### src/rtl/abm_pkg.sv
package abm_pkg;

    typedef enum logic [2:0] {
        ST_IDLE,
        ST_ARB,
        ST_ADDR,
        ST_READ,
        ST_AREL,
        ST_DWAIT,
        ST_DACK
    } abm_state_e;

    typedef struct packed {
        logic bus_req;
        logic ad_oe;
        logic rd;
        logic mack;
    } abm_drive_t;

    function automatic abm_drive_t drive_of(abm_state_e s);
        abm_drive_t d;
        d.bus_req = (s != ST_IDLE);
        d.ad_oe   = (s == ST_ADDR) || (s == ST_READ);
        d.rd      = (s == ST_READ);
        d.mack    = (s == ST_DACK);
        return d;
    endfunction

endpackage

### src/rtl/abm_sync.sv
module abm_sync #(
    parameter int W      = 1,
    parameter int STAGES = 2
) (
    input  logic         clk,
    input  logic         rst,
    input  logic [W-1:0] d,
    output logic [W-1:0] q
);
    logic [STAGES-1:0][W-1:0] chain;

    always_ff @(posedge clk) begin
        if (rst) begin
            chain <= '0;
        end else begin
            chain[0] <= d;
            for (int i = 1; i < STAGES; i++) begin
                chain[i] <= chain[i-1];
            end
        end
    end

    assign q = chain[STAGES-1];
endmodule

### src/rtl/abm_wcount.sv
module abm_wcount #(
    parameter int CW = 4
) (
    input  logic          clk,
    input  logic          rst,
    input  logic          load,
    input  logic [CW-1:0] load_val,
    input  logic          dec,
    output logic          zero
);
    logic [CW-1:0] cnt;

    always_ff @(posedge clk) begin
        if (rst) begin
            cnt <= '0;
        end else if (load) begin
            cnt <= load_val;
        end else if (dec) begin
            cnt <= cnt - 1'b1;
        end
    end

    assign zero = (cnt == '0);

    // a word is never taken with no words remaining
    a_r6_no_underflow: assert property (@(posedge clk) disable iff (rst)
        dec |-> (cnt != '0));
endmodule

### src/rtl/abm_ctrl.sv
module abm_ctrl
    import abm_pkg::*;
(
    input  logic       clk,
    input  logic       rst,
    input  logic       start,
    input  logic       gnt_s,
    input  logic       ack_s,
    input  logic       rdy_s,
    input  logic       cnt_zero,
    output abm_state_e st,
    output logic       load,
    output logic       dec
);
    abm_state_e nxt;

    always_comb begin
        nxt = st;
        unique case (st)
            ST_IDLE:  if (start)  nxt = ST_ARB;
            ST_ARB:   if (gnt_s)  nxt = ST_ADDR;
            ST_ADDR:              nxt = ST_READ;
            ST_READ:  if (ack_s)  nxt = ST_AREL;
            ST_AREL:  if (!ack_s) nxt = ST_DWAIT;
            ST_DWAIT: if (rdy_s)  nxt = ST_DACK;
            ST_DACK:  if (!rdy_s) nxt = cnt_zero ? ST_IDLE : ST_DWAIT;
            default:              nxt = ST_IDLE;
        endcase
    end

    always_ff @(posedge clk) begin
        if (rst) st <= ST_IDLE;
        else     st <= nxt;
    end

    assign load = (st == ST_IDLE) && start;
    assign dec  = (st == ST_DWAIT) && rdy_s;

    // the address phase is entered only from arbitration
    a_r6_single_addr: assert property (@(posedge clk) disable iff (rst)
        (st == ST_ADDR) |-> $past(st == ST_ARB));
endmodule

### src/rtl/abm_master.sv
module abm_master
    import abm_pkg::*;
#(
    parameter int ADW         = 8,
    parameter int CW          = 4,
    parameter int SYNC_STAGES = 2
) (
    input  logic           clk,
    input  logic           rst,
    input  logic           req_valid,
    input  logic [ADW-1:0] req_addr,
    input  logic [CW-1:0]  req_count,
    output logic           busy,
    output logic           rx_valid,
    output logic [ADW-1:0] rx_data,
    output logic           bus_req,
    input  logic           bus_gnt,
    output logic           ad_oe,
    output logic [ADW-1:0] ad_out,
    input  logic [ADW-1:0] ad_in,
    output logic           rd_strobe,
    input  logic           slv_ack,
    input  logic           data_rdy,
    output logic           mst_ack
);
    localparam int NSYNC = 3;

    logic [NSYNC-1:0] raw_in, syn_in;
    logic gnt_s, ack_s, rdy_s;
    logic start, load, dec, cnt_zero;
    logic [ADW-1:0] addr_q;
    abm_state_e st;
    abm_drive_t drv;

    assign raw_in = {bus_gnt, slv_ack, data_rdy};
    assign {gnt_s, ack_s, rdy_s} = syn_in;

    abm_sync #(.W(NSYNC), .STAGES(SYNC_STAGES)) u_sync (
        .clk(clk), .rst(rst), .d(raw_in), .q(syn_in)
    );

    assign start = req_valid && (req_count != '0);

    abm_ctrl u_ctrl (
        .clk(clk), .rst(rst), .start(start),
        .gnt_s(gnt_s), .ack_s(ack_s), .rdy_s(rdy_s),
        .cnt_zero(cnt_zero), .st(st), .load(load), .dec(dec)
    );

    abm_wcount #(.CW(CW)) u_cnt (
        .clk(clk), .rst(rst), .load(load), .load_val(req_count),
        .dec(dec), .zero(cnt_zero)
    );

    always_ff @(posedge clk) begin
        if (rst) begin
            addr_q   <= '0;
            rx_data  <= '0;
            rx_valid <= 1'b0;
        end else begin
            if (load) addr_q <= req_addr;
            rx_valid <= dec;
            if (dec) rx_data <= ad_in;
        end
    end

    assign drv       = drive_of(st);
    assign bus_req   = drv.bus_req;
    assign busy      = drv.bus_req;
    assign ad_oe     = drv.ad_oe;
    assign rd_strobe = drv.rd;
    assign mst_ack   = drv.mack;
    assign ad_out    = drv.ad_oe ? addr_q : '0;

    a_r1_grant_first: assert property (@(posedge clk) disable iff (rst)
        (ad_oe || rd_strobe || mst_ack) |-> gnt_s);

    a_r2_addr_lead: assert property (@(posedge clk) disable iff (rst)
        $rose(rd_strobe) |-> $past(ad_oe));

    a_r3_hold_read: assert property (@(posedge clk) disable iff (rst)
        (rd_strobe && !ack_s) |=> (rd_strobe && ad_oe));

    a_r3_release_together: assert property (@(posedge clk) disable iff (rst)
        $fell(rd_strobe) |-> (!ad_oe && $past(ack_s)));

    a_r4_one_driver: assert property (@(posedge clk) disable iff (rst)
        mst_ack |-> !ad_oe);

    a_r5_hold_ack: assert property (@(posedge clk) disable iff (rst)
        (mst_ack && rdy_s) |=> mst_ack);

    a_r5_latch_with_ack: assert property (@(posedge clk) disable iff (rst)
        $rose(mst_ack) |-> rx_valid);

    a_r7_req_last: assert property (@(posedge clk) disable iff (rst)
        $fell(bus_req) |-> (!mst_ack && !rd_strobe && !ad_oe));
endmodule

### config.mk
export PLATFORM = sky130hd
export DESIGN_NAME = abm_master
export DESIGN_NICKNAME = d
export VERILOG_FILES = /design/src/rtl/abm_pkg.sv /design/src/rtl/abm_sync.sv /design/src/rtl/abm_wcount.sv /design/src/rtl/abm_ctrl.sv /design/src/rtl/abm_master.sv
export SDC_FILE = /design/constraint.sdc
export NUM_CORES = 1
export LEC_CHECK = 0
export BUFFER_PORTS_ARGS = -buffer_cell sky130_fd_sc_hd__buf_2
export CAP_MARGIN = 0
export CORE_MARGIN = 4
export CORE_UTILIZATION = 48
export CTS_CLUSTER_SIZE = 8
export DETAILED_ROUTE_END_ITERATION = 10
export PLACE_DENSITY = 0.78
export REMOVE_ABC_BUFFERS = 1
export SLEW_MARGIN = 20
export SYNTH_ARGS = -nofsm -noshare
export SYNTH_HDL_FRONTEND = slang
export SYNTH_SLANG_ARGS = --single-unit
### constraint.sdc
create_clock -name clk -period 1.6 [get_ports clk]
set_input_delay 0.24 -clock clk [delete_from_list [all_inputs] [get_ports clk]]
set_output_delay 0.24 -clock clk [all_outputs]
set_load 0.02 [all_outputs]
-- After elaboration in Yosys (flattened, before gate mapping)
Cells that the tools add are included.
- $add $sub $neg: 1
- multipliers: 0
- div/mod/pow operators: 0
- order comparisons: 0
- equal/unequal tests: 12
- shift-type cells: 0
- mux-type cells: 11
- bitwise operators: 0
- reductions and logical operators: 10
- operator list (kind ; number):
    3-bit 2-to-1 mux ; 7
    3-bit one-hot mux with 7 select lines ; 1
    3-bit equality test (second input constant) ; 3
    4-bit 2-to-1 mux ; 2
    8-bit 2-to-1 mux ; 1
    2-bit inequality test (second input constant) ; 4
    3-bit by 2-bit equality test with 1-bit output (second input constant) ; 2
    6-bit AND reduction ; 1
    4-bit logical NOT ; 1
    2-bit by 1-bit inequality test with 1-bit output (second input constant) ; 2
    4-bit nonzero test ; 1
    4-bit by 1-bit subtractor with 4-bit output (second input constant) ; 1
    3-bit by 1-bit equality test with 1-bit output (second input constant) ; 1
    1-bit logical AND ; 3
    3-bit logical NOT ; 1
    3-bit nonzero test ; 1
    2-bit nonzero test ; 1
    1-bit logical OR ; 1
- register bits after elaboration: 30
- latch bits: 0
- memory bits (writable): 0
- bits in read-only memories: 0
- input bits: 26
- memories kept: 0

-- Depth between registers and ports, before layout
- depth after elaboration: 4
- mapped depth: 6
- mapped depth without buffers: 6

-- By module
From an unflattened synthesis, not the netlist that was laid out.
- cells, all modules: 139
- area total of the unflattened synthesis: 1380.1 µm²
- by module, submodules not included (module ; times used ; cells an instance ; area each (µm²)):
    abm_master ; 1 ; 70 ; 719.4
    abm_ctrl ; 1 ; 28 ; 247.7
    abm_wcount ; 1 ; 26 ; 232.7
    abm_sync ; 1 ; 15 ; 180.2

-- Worst setup path after synthesis
Ideal clock, no wire load.
- path type: register to output
- start point: register u_ctrl.st[1]
- end point: output port ad_out[0]
- data arrival time: 1.342 ns
- required time: 1.360 ns
- slack: 0.018 ns
- cell stages (with the launch flop): 5
- cell sequence: dfxtp_1 buf_2 nor2b_1 clkbuf_1 and2_1
- word-level cells in the longest chain between the ends: 3
- elaborated cells on any way between the ends: 4
- classes of those cells: eq/ne: 2; mux: 1; reduce/logical: 1
- RTL lines (what ; RTL line ; RTL):
    start, declared ; abm_ctrl.sv:11 ; output abm_state_e st,
    start signal, assigned ; abm_ctrl.sv:33 ; else st <= nxt;
    3-bit by 2-bit equality test with 1-bit output ; abm_pkg.sv:23 ; d.ad_oe = (s == ST_ADDR) || (s == ST_READ);
    1-bit logical OR * ; abm_pkg.sv:23 ;
    via ad_oe ; abm_master.sv:18 ; output logic ad_oe,
    8-bit 2-to-1 mux * ; abm_master.sv:73 ; assign ad_out = drv.ad_oe ? addr_q : '0;
    end, declared ; abm_master.sv:19 ; output logic [ADW-1:0] ad_out,
Mark *: on every way through the listed nets, which the timed path passes. The rest lies on a longest branch.

-- Final worst setup path
- start point: register u_ctrl.st[0]
- end point: register u_cnt.cnt[3]
- word-level cells in the longest chain between the ends: 3
- elaborated cells on any way between the ends: 6
- classes of those cells: eq/ne: 1; mux: 1; reduce/logical: 4
- RTL lines (what ; RTL line ; RTL):
    3-bit equality test / 3-bit logical NOT (equally long branches) ; abm_ctrl.sv:37, abm_ctrl.sv:36 ;
    1-bit logical AND (on tied branches) ; abm_ctrl.sv:37, abm_ctrl.sv:36 ;
    2-bit nonzero test (no source line) / 4-bit 2-to-1 mux (equally long branches) ; -- ;
    end signal, assigned ; abm_wcount.sv:17 ; cnt <= load_val;
    end signal, assigned ; abm_wcount.sv:19 ; cnt <= cnt - 1'b1;
    end, declared ; abm_wcount.sv:11 ; logic [CW-1:0] cnt;
Parallel ways exist; a longest one is shown, timed or not.
A chain may end at the register's enable or synchronous reset.

==> run_results.csv <==
group,metric,value,unit
sta,final.setup.worst_slack,39.3,ps
sta,measured_slew_at_the_worst_slew_check_pin,540,ps
cts,cts-hold-fix-buffers,0,
cells_and_area,finalInstanceArea,1670,µm²
critical_path,endpoint_kind,"flop",
cts,htree_levels,2,
sta,setup_viol,0,
sta,timing.final.crit_period,1560,ps
placement,gpl.final_weighted_congestion,0.856,
die,die_w,60.1,µm
route,detailroute.wirelength.met2,1620,µm
critical_path,critical-path-slowest-cell,"dfxtp_4",
critical_path,timing.critical_path.fanout_max,12,
synth,mapped_area,1300,µm²
critical_path,timing.reg2reg.setup_slack,40,ps
cts,clock_insertion_delay_worst_skew,320,ps
route,detailedRoute.firstIterationViolations,31,
outcome,outcome,"completed",
global_route,grt_remaining_overflow,0,
cts,clock_path_buffers,2,
sta,finalHoldViolations,0,
route,highest-signal-layer,"met4",
global_route,antenna_found_initial,0,
die,placementRows,18,
cells_and_area,ff_latch_area,612,µm²
pwr,max-vdd-ir-drop,915,µV
global_route,grt_total_usage,0.179,
die,initial_core_util,0.517,
global_route,grt_start_max_net_pins,31,
cells_and_area,diodes,0,
cts,cts.root.buffer_cell,"clkbuf_4",
critical_path,crit_path_start_kind,"flop",
route,drc_errors,0,
placement,port_buffers,47,
synth,synth.yosys.seq_area_share,0.461,
cells_and_area,mostFrequentLayoutCells,"45 x buf_2, 35 x nand2_1, 27 x dfxtp_1",
synth,netlist-cell-type-count,37,
sta,setup_repair_after_global_routing_missed_its_margin,"yes",
die,die_area,3610,µm²
critical_path,max_stage_delay,380,ps
global_route,first_global_vias,1173,
cells_and_area,fillCellCount,228,
placement,post-place-ws,106,ps
cts,cts.sink_count,30,
cts,clkTransAtPathRegs,90,ps
cells_and_area,design.final.nets,234,
sta,fmax,0.641,GHz
sta,finClkSkew,10.2,ps
hold_path,min_path_type,"in2reg",
placement,detailed_place.area,1550,µm²
cells_and_area,final_common_cell,"buf_2",
route,antenna_left,0,
critical_path,critical_path_rt,1790,ps
sta,max_slew_headroom,0.640,
route,drt-pass1-iter-count,4,
synth,synth_seq_cells,30,
route,route.layer.met1.wl,1270,µm
critical_path,arrival,1750,ps
cells_and_area,multiInputGateArea,642,µm²
die,ioPinCount,48,
route,avgViaCountPerCell,5.20,
synth,syn_avg_cell_area,8.30,µm²
route,avgRoutedWirePerCell,12.8,µm
cts,tritoncts,"done",
route,wl_final,3050,µm
synth,yosys_warnings,0,
critical_path,worstPathCellList,"buf_4 -> nor4b_4 -> nand2_4 -> a311oi_1 -> a21oi_1",
flow_run,maxCapViolCount,0,
die,die_height,60.1,µm
placement,hpwlAfterDp,2210,µm
die,core_area,2520,µm²
cells_and_area,synthToLayoutAreaGrowth,28.1,%
sta,slew_viol_final,0,
critical_path,critical_path_class,"reg2reg",
global_route,first_pass_grt_wire_length,4860,µm
synth,netlist_instances,157,
sta,timing.final.crit_share,0.975,
cts,cts_bufs_inserted,5,
route,dr_wl_met3,121,µm
pwr,power-per-cell-area,1130,nW/µm²
pwr,finalPower,0.00189,W
pwr,power.static_leakage,0.763,nW
route,route.vias.total,1237,
cells_and_area,layout-drive-gt1-share,0.346,
[stage by stage]
step	hold WS, ps	utilization	cells	setup TNS, ps
2_1_floorplan	309	-	145	-422
3_3_place_gp	429	0.616	228	0
3_5_place_dp	427	0.616	228	0
4_1_cts	124	0.654	238	0
5_1_grt	144	0.662	238	-38.6
6_report	135	0.662	238	0
[where the power goes]
group,internal (W),total (W),leakage (nW),switching [W]
clock,0.000213,0.000454,0.0353,0.000241
combinational,0.000269,0.000565,0.481,0.000297
sequential,0.000817,0.000870,0.247,0.0000531
total,0.00130,0.00189,0.763,0.000591
[registers in the layout, indices dropped and copies added, names as in the netlist]
signal and flops:
u_cnt.cnt 4, u_sync.chain 3, u_ctrl.st 3, rx_valid 1, u_sync.q 3, rx_data 8, addr_q 8
[critical path: cells and delay by family, from the launching register on]
family / cells / cell delay, ps
buffers and inverters: 1 / 160
AND/OR/NAND/NOR: 2 / 500
AO/OA/AOI/OAI: 2 / 380
flip-flops: 1 / 380
[worst paths after layout]
| kind | start | endpoint | depth (start not counted) |
|---|---|---|---|
| worst min-delay path | data_rdy | u_sync.chain[0]$_SDFF_PP0_ | 2 |
| worst max register to register | u_ctrl.st[0]$_SDFFE_PP0P_ | u_cnt.cnt[3]$_SDFFE_PP0P_ | 5 |
| worst max-delay path | u_ctrl.st[0]$_SDFFE_PP0P_ | u_cnt.cnt[3]$_SDFFE_PP0P_ | 5 |
| worst min register to register | u_sync.chain[0]$_SDFF_PP0_ | u_sync.q[0]$_SDFF_PP0_ | 1 |
[per-layer routing]
metal	vias to the layer above	GRT usage
li1	624	-
met1	584	0.193
met3	6	0.0518
met5	-	0
met4	0	0.0728
met2	23	0.323
[repair_timing]
action	in CTS	in global routing
setup endpoints to repair	12	15
buffers inserted	3	0
resized for setup	9	6
hold endpoints to repair	0	0
[cells in the mapped netlist (all sizes together)]
| library cell | number | area [µm²] |
|---|---|---|
| nor2b | 8 | 50.1 |
| xor2 | 1 | 8.76 |
| nor2 | 10 | 37.5 |
| or3 | 2 | 12.5 |
| and3b | 1 | 8.76 |
| a311oi | 1 | 8.76 |
| o211ai | 1 | 12.5 |
| nand3 | 1 | 5.00 |
| dfxtp | 30 | 601 |
| a22oi | 1 | 7.51 |
| or4 | 1 | 11.3 |
| o31ai | 1 | 7.51 |
| nor4 | 1 | 6.26 |
| o2bb2ai | 1 | 8.76 |
| o21bai | 1 | 7.51 |
| inv | 3 | 11.3 |
| nand2 | 36 | 138 |
| nor4b | 2 | 32.5 |
| and3 | 1 | 6.26 |
| o21ai | 2 | 10.0 |
| nor3 | 1 | 5.00 |
| a32oi | 1 | 8.76 |
| a22o | 1 | 8.76 |
| nand4b | 1 | 8.76 |
| clkbuf | 5 | 18.8 |
| a211o | 1 | 8.76 |
| ha | 1 | 12.5 |
| and4b | 1 | 10.0 |
| a31oi | 2 | 12.5 |
| buf | 7 | 50.1 |
| and2 | 10 | 63.8 |
| a21oi | 21 | 105 |
[cell type report]
| cell class | count | area share |
|---|---|---|
| clock buffer | 7 | 0.0330 |
| clock inverter | 1 | 0.00300 |
| inverter | 3 | 0.00674 |
| multi-input combinational | 112 | 0.384 |
| sequential | 30 | 0.366 |
| tap | 30 | 0.0225 |
| timing repair buffer | 55 | 0.184 |
[cells by family after synthesis]
kind of cell | count (synthesis) | share of synthesized area
flops | 30 | 0.461
simple gates | 76 | 0.303
buf+inv | 15 | 0.0614
fa+ha+maj | 1 | 0.00960
xor+xnor | 1 | 0.00672
compound gates | 34 | 0.158
Power figures use the tool's default switching activity.
